`src/rtl/spi_hold_master.sv`:
```
module spi_hold_master #(
  parameter int FRAME_W   = 8,
  parameter int NUM_SS    = 2,
  parameter int HALF_DIV  = 2,
  parameter bit CPOL      = 1'b0,
  parameter bit CPHA      = 1'b0,
  parameter bit LSB_FIRST = 1'b0,
  parameter int BUS_W     = 16
) (
  input  logic              clk,
  input  logic              rst_n,
  input  logic [2:0]        addr,
  input  logic              wr_en,
  input  logic              rd_en,
  input  logic [BUS_W-1:0]  wdata,
  output logic [BUS_W-1:0]  rdata,
  output logic              sclk,
  output logic              mosi,
  input  logic              miso,
  output logic [NUM_SS-1:0] ss_n
);
  localparam int EW = $clog2(2*FRAME_W + 1);
  localparam int DW = $clog2(HALF_DIV + 1);
  localparam logic [EW-1:0] LAST_EDGE = EW'(2*FRAME_W);
  localparam logic [DW-1:0] DIV_TOP   = DW'(HALF_DIV - 1);
  localparam int HOLD_BIT = 10;

  logic [FRAME_W-1:0] tx_buf, tx_sh, rx_sh, rx_reg;
  logic [EW-1:0]      edge_cnt;
  logic [DW-1:0]      div_cnt;
  logic [NUM_SS-1:0]  sel;
  logic tx_full, busy, rrdy, roe, hold, sclk_q;

  wire tick   = busy && (div_cnt == DIV_TOP);
  wire fin    = tick && (edge_cnt == LAST_EDGE);
  wire start  = !busy && tx_full;
  wire wr_tx  = wr_en && (addr == 3'd1) && !tx_full;
  wire rd_rx  = rd_en && (addr == 3'd0);
  wire sample = tick && !fin && (edge_cnt[0] == CPHA);
  wire shift  = tick && !fin && (edge_cnt[0] != CPHA) && (edge_cnt != '0);
  wire sel_ok = $countones(wdata[NUM_SS-1:0]) <= 1;
  wire unused_wbits = ^wdata;

  assign sclk = sclk_q;
  assign mosi = LSB_FIRST ? tx_sh[0] : tx_sh[FRAME_W-1];
  assign ss_n = ~(sel & {NUM_SS{busy | hold}});

  always_ff @(posedge clk or negedge rst_n) begin
    if (!rst_n) begin
      tx_buf <= '0; tx_sh <= '0; rx_sh <= '0; rx_reg <= '0;
      edge_cnt <= '0; div_cnt <= '0;
      sel <= NUM_SS'(1);
      tx_full <= 1'b0; busy <= 1'b0; rrdy <= 1'b0; roe <= 1'b0;
      hold <= 1'b0; sclk_q <= CPOL;
    end else begin
      if (wr_tx) begin
        tx_buf  <= wdata[FRAME_W-1:0];
        tx_full <= 1'b1;
      end else if (start) begin
        tx_full <= 1'b0;
      end

      if (start) begin
        busy     <= 1'b1;
        div_cnt  <= '0;
        edge_cnt <= '0;
        tx_sh    <= tx_buf;
      end else if (busy) begin
        div_cnt <= tick ? '0 : div_cnt + 1'b1;
        if (tick) begin
          if (fin) busy <= 1'b0;
          else begin
            sclk_q   <= ~sclk_q;
            edge_cnt <= edge_cnt + 1'b1;
          end
        end
        if (sample)
          rx_sh <= LSB_FIRST ? {miso, rx_sh[FRAME_W-1:1]} : {rx_sh[FRAME_W-2:0], miso};
        if (shift)
          tx_sh <= LSB_FIRST ? (tx_sh >> 1) : (tx_sh << 1);
      end

      if (fin) rx_reg <= rx_sh;
      rrdy <= fin | (rrdy & ~rd_rx);

      if (wr_en && addr == 3'd2) roe <= 1'b0;
      else if (fin && rrdy && !rd_rx) roe <= 1'b1;

      if (wr_en && addr == 3'd3) hold <= wdata[HOLD_BIT];
      if (wr_en && addr == 3'd4 && sel_ok) sel <= wdata[NUM_SS-1:0];
    end
  end

  always_comb begin
    rdata = '0;
    case (addr)
      3'd0: rdata[FRAME_W-1:0] = rx_reg;
      3'd2: rdata[3:0] = {roe, ~busy & ~tx_full, rrdy, ~tx_full};
      3'd3: rdata[HOLD_BIT] = hold;
      3'd4: rdata[NUM_SS-1:0] = sel;
      default: rdata = '0;
    endcase
  end
endmodule


```
`config.mk`:
```
export PLATFORM = sky130hd
export DESIGN_NAME = spi_hold_master
export DESIGN_NICKNAME = d
export VERILOG_FILES = /design/src/rtl/spi_hold_master.sv
export SDC_FILE = /design/constraint.sdc
export NUM_CORES = 1
export LEC_CHECK = 0
export CORE_ASPECT_RATIO = 1.1
export CORE_MARGIN = 8
export CORE_UTILIZATION = 48
export CTS_BUF_LIST = sky130_fd_sc_hd__clkbuf_8
export DETAILED_ROUTE_END_ITERATION = 8
export PLACE_DENSITY_LB_ADDON = 0.25
export SYNTH_ARGS = -nofsm -noshare
export SYNTH_HDL_FRONTEND = slang
export SYNTH_SLANG_ARGS = --single-unit
```
`constraint.sdc`:
```
create_clock -name clk -period 1.7 [get_ports clk]
set_input_delay 0.34 -clock clk [delete_from_list [all_inputs] [get_ports clk]]
set_output_delay 0.34 -clock clk [all_outputs]
set_load 0.1 [all_outputs]
```
==> summary.txt, run 1 <==
LAYOUT
---------------------------------------------------------------------------------
Post-layout utilization of the core ................................        66.4%
Inserted Diodes ....................................................            0
Final instance count without filler cells ..........................          300
Final Net Count ....................................................          269
Commonest non-fill, non-tap cell in the layout .....................      dfrtp_1
Synthesis-to-layout area growth ....................................        34.9%
Final std cell area, no fill .......................................     3070 µm²
Share of cells above drive strength 1 ..............................        42.2%
Total of fill cells in the finished design .........................          345
Most frequent cells in the layout .................................. dfrtp_1, mux2_2, nand2_1

SETUP PATH
---------------------------------------------------------------------------------
Worst path bufs/invs ...............................................            1
Arrival time at the worst endpoint .................................      1360 ps
CP Max Fanout ......................................................            3
Cells along the critical path ...................................... mux2i_2 > o22a_1 > nor2_4 > buf_12
Critical Path RT ...................................................      1360 ps
Depth of the worst register-to-register path .......................            4
Setup slack of the worst register-to-register path .................       110 ps
CP Class ........................................................... flop to output port
Worst reg2reg startpoint ...........................................      tx_full
Top cell family by delay on the critical path ......................   flip-flops
Worst flop-to-flop path endpoint ...................................    tx_buf[3]
Category of the worst setup path capture point .....................  output port
Type of origin of the critical path ................................         flop
Max stage delay on crit path .......................................       420 ps
Critical Path Slowest Stage Cell ...................................      dfrtp_1

RUN STATUS
---------------------------------------------------------------------------------
Violated checks .................................................... setup timing
Status ............................................................. complete, but fails checks

GLOBAL ROUTE
---------------------------------------------------------------------------------
GRT Residual Overflow ..............................................            0
First-pass GRT wire length .........................................      7920 µm
Global-route usage over all layers .................................        13.9%
Number of global-route vias before repair ..........................         1699
Initial antenna violation count ....................................            0
Pin count of the biggest net entering global routing ...............           31

STA
---------------------------------------------------------------------------------
Total negative slack for setup checks ..............................     -7.74 ps
Normalized max-slew margin .........................................        66.6%
Achievable Freq ....................................................    0.587 GHz
Hold violation count in the final report ...........................            0
Post-route worst setup slack .......................................     -4.88 ps
Final worst path period share ......................................         100%
Final setup skew ...................................................      6.09 ps
Final count of negative-setup-slack endpoints ......................            2
Unrepaired setup endpoints after global routing ....................          yes
Number of max-slew violations in the final report ..................            0
Worst-Margin Slew ..................................................       502 ps
Clock period minus worst slack .....................................      1700 ps
Hold WS ............................................................       374 ps

PWR
---------------------------------------------------------------------------------
Final total power ..................................................      4.77 mW
Standby leakage power ..............................................      1.41 nW
Max rail drop VDD ..................................................   0.000776 V
Power density normalized to cell area ..............................  1550 nW/µm²
Sequential cell fraction of total power ............................        38.8%
Power Internal .....................................................      3.08 mW
Switching component of the power ...................................      1.69 mW
Comb power frac ....................................................        41.6%
Clk network pwr share ..............................................        19.6%
Fraction of power spent switching nets .............................        35.5%

ROUTE
---------------------------------------------------------------------------------
Post-DR wirelength/cell ............................................      15.6 µm
Aggregate routed wire length .......................................      4690 µm
Starting DRT DRC Count .............................................           67
ANT nets after route ...............................................            0
Count of unresolved DRC violations after routing ...................            0
Vias ...............................................................         1566
Post-detailed-route via-to-cell ratio ..............................         5.22
Router iterations before antenna repair ............................            4

PLACED DESIGN
---------------------------------------------------------------------------------
Final weighted congestion of routability-driven global placement ...        0.766
Placement-stage worst setup slack ..................................      -311 ps
Quantity of I/O buffers inserted on ports ..........................           29
Placed Instances ...................................................          285
DP Wirelength ......................................................      3260 µm
Cell Area, Placed ..................................................     2860 µm²

SYNTH
---------------------------------------------------------------------------------
Netlist Area Pre-Place .............................................     2270 µm²
Mean cell area of the mapped netlist ...............................     11.8 µm²
Post-Syn Instances .................................................          193
Syn. warnings ......................................................            0
Proportion of synthesized chip area in sequential cells ............        51.8%
Flops & latches, synth .............................................           47
Netlist cell types .................................................           42

CLOCK TREE
---------------------------------------------------------------------------------
Maximum number of buffers from clock root to sink ..................            2
Clock insertion delay at the later pin of the skew report ..........       290 ps
Sinks on Clock Net .................................................           47
Number of buffers inserted during clock tree synthesis .............            5
Root cell of the clock tree ........................................     clkbuf_8
TritonCTS clock tree ...............................................        built
Clock H-tree levels ................................................            2
Clock slew seen by the registers of the worst setup and hold paths .        80 ps

DIE
---------------------------------------------------------------------------------
Die X-Extent .......................................................      81.6 µm
Rows ...............................................................           26
Die span in y ......................................................      88.2 µm
Number of I/O pins .................................................           44
Die Outline Area ...................................................     7200 µm²
Initial Utilization ................................................        49.2%
Core area ..........................................................     4620 µm²

FLOW RUN
---------------------------------------------------------------------------------
Count of max-cap constraint violations .............................            0

HOLD PATH
---------------------------------------------------------------------------------
Hold WC Path Type .................................................. input pin to flop
Sink of the worst hold path ........................................          roe
Min-Delay Path Depth ...............................................            3
Startpoint of the lowest-slack hold path ...........................      addr[0]

==> worst reg2reg max path, delay by kind of cell (launching register included) <==
kind,cells,cell delay (ps)
mux,1,360
buf+inv,2,270
flops,1,410
simple gates,1,430
==> synthesized netlist by cell type, drive strengths merged <==
library cell | instances | area (µm²)
o21ai | 5 | 28.8
and4b | 1 | 10.0
a22o | 1 | 8.76
nor2 | 5 | 18.8
and2 | 5 | 33.8
nand3b | 1 | 7.51
nand3 | 10 | 62.6
a21oi | 3 | 15.0
o31ai | 1 | 7.51
buf | 15 | 109
a21o | 2 | 15.0
mux2 | 26 | 293
and4bb | 2 | 28.8
and3b | 1 | 8.76
ha | 2 | 25.0
nor2b | 2 | 12.5
a31oi | 1 | 6.26
dfstp | 1 | 26.3
inv | 2 | 7.51
nor3 | 4 | 20.0
o211ai | 7 | 87.6
clkbuf | 2 | 8.75
conb | 1 | 3.75
nand4bb | 2 | 22.5
mux2i | 6 | 60.1
o22a | 3 | 26.3
dfrtp | 46 | 1150
xor2 | 1 | 8.76
nand2b | 4 | 25.0
or3b | 1 | 8.76
nand4 | 2 | 12.5
and3 | 3 | 18.8
nand2 | 25 | 96.4
==> power by group through the flow <==
stage	Sequential [mW]	Combinational (mW)	Clock, mW
final	1.85	1.98	0.937
after floorplan	1.92	1.28	0
after detailed placement	1.87	1.90	0
after CTS	1.85	1.95	0.964
after global placement	1.86	1.85	0
after global routing	1.91	2.14	1.01
==> what timing repair did <==
| item | in CTS | in global routing |
|---|---|---|
| pin swaps | 4 | 5 |
| endpoints found under the setup margin | 9 | 8 |
| hold endpoints to repair | 17 | 0 |
| buffers inserted | 2 | 4 |
| resized for setup | 11 | 8 |
| hold buffers | 1 | 0 |
==> how the worst max path moves through the flow <==
stage | start | endpoint | slack [ps] | depth (start not counted)
after global routing | tx_full | rdata[0] | -50 | 4
after global placement | addr[0] | tx_buf[5] | -290 | 4
after floorplan | busy | ss_n[0] | -490 | 2
after CTS | busy | rdata[2] | -60 | 4
final | rrdy | rdata[1] | -5 | 4
after detailed placement | addr[0] | tx_buf[3] | -310 | 4
==> layer usage <==
metal,part of all wire [%],track usage (%),vias to the layer above
met3,5.6,3.70,7
met1,42,16.8,767
met4,1.9,4.31,0
met2,51,23.5,32
met5,0,0,-
li1,-,-,760
==> cells by family (layout without fill, tap and decap cells) <==
kind of cell / count (synthesis) / count (layout) / share of synthesized area [%]
AOI/OAI and AO/OA: 23 / 23 / 8.58
xor gates and xnor gates: 1 / 1 / 0.385
adders and majority gates: 2 / 2 / 1.10
buffers and inverters: 19 / 64 / 5.50
DFF: 47 / 47 / 51.8
muxes: 32 / 32 / 15.5
other: 1 / 7 / 0.165
and+or+nand+nor: 68 / 68 / 17.0
==> final cells by class <==
| type | instances | area [µm²] | share of cell area, % |
|---|---|---|---|
| Sequential cell | 47 | 1180 | 38.4 |
| Multi-Input combinational cell | 133 | 1070 | 34.9 |
| Timing Repair Buffer | 54 | 611 | 19.9 |
| Tap cell | 56 | 70.1 | 2.28 |
| Clock buffer | 5 | 68.8 | 2.24 |
| Clock inverter | 3 | 63.8 | 2.08 |
| Inverter | 2 | 7.51 | 0.245 |
(Power assumes the default switching activity.)
==> inputs of run 2 (changes only) <==
Settings changed: CTS_CLUSTER_DIAMETER set to 80.
==> results of run 2 <==
No change in the layout: final DEF, timing and power equal those of run 1.
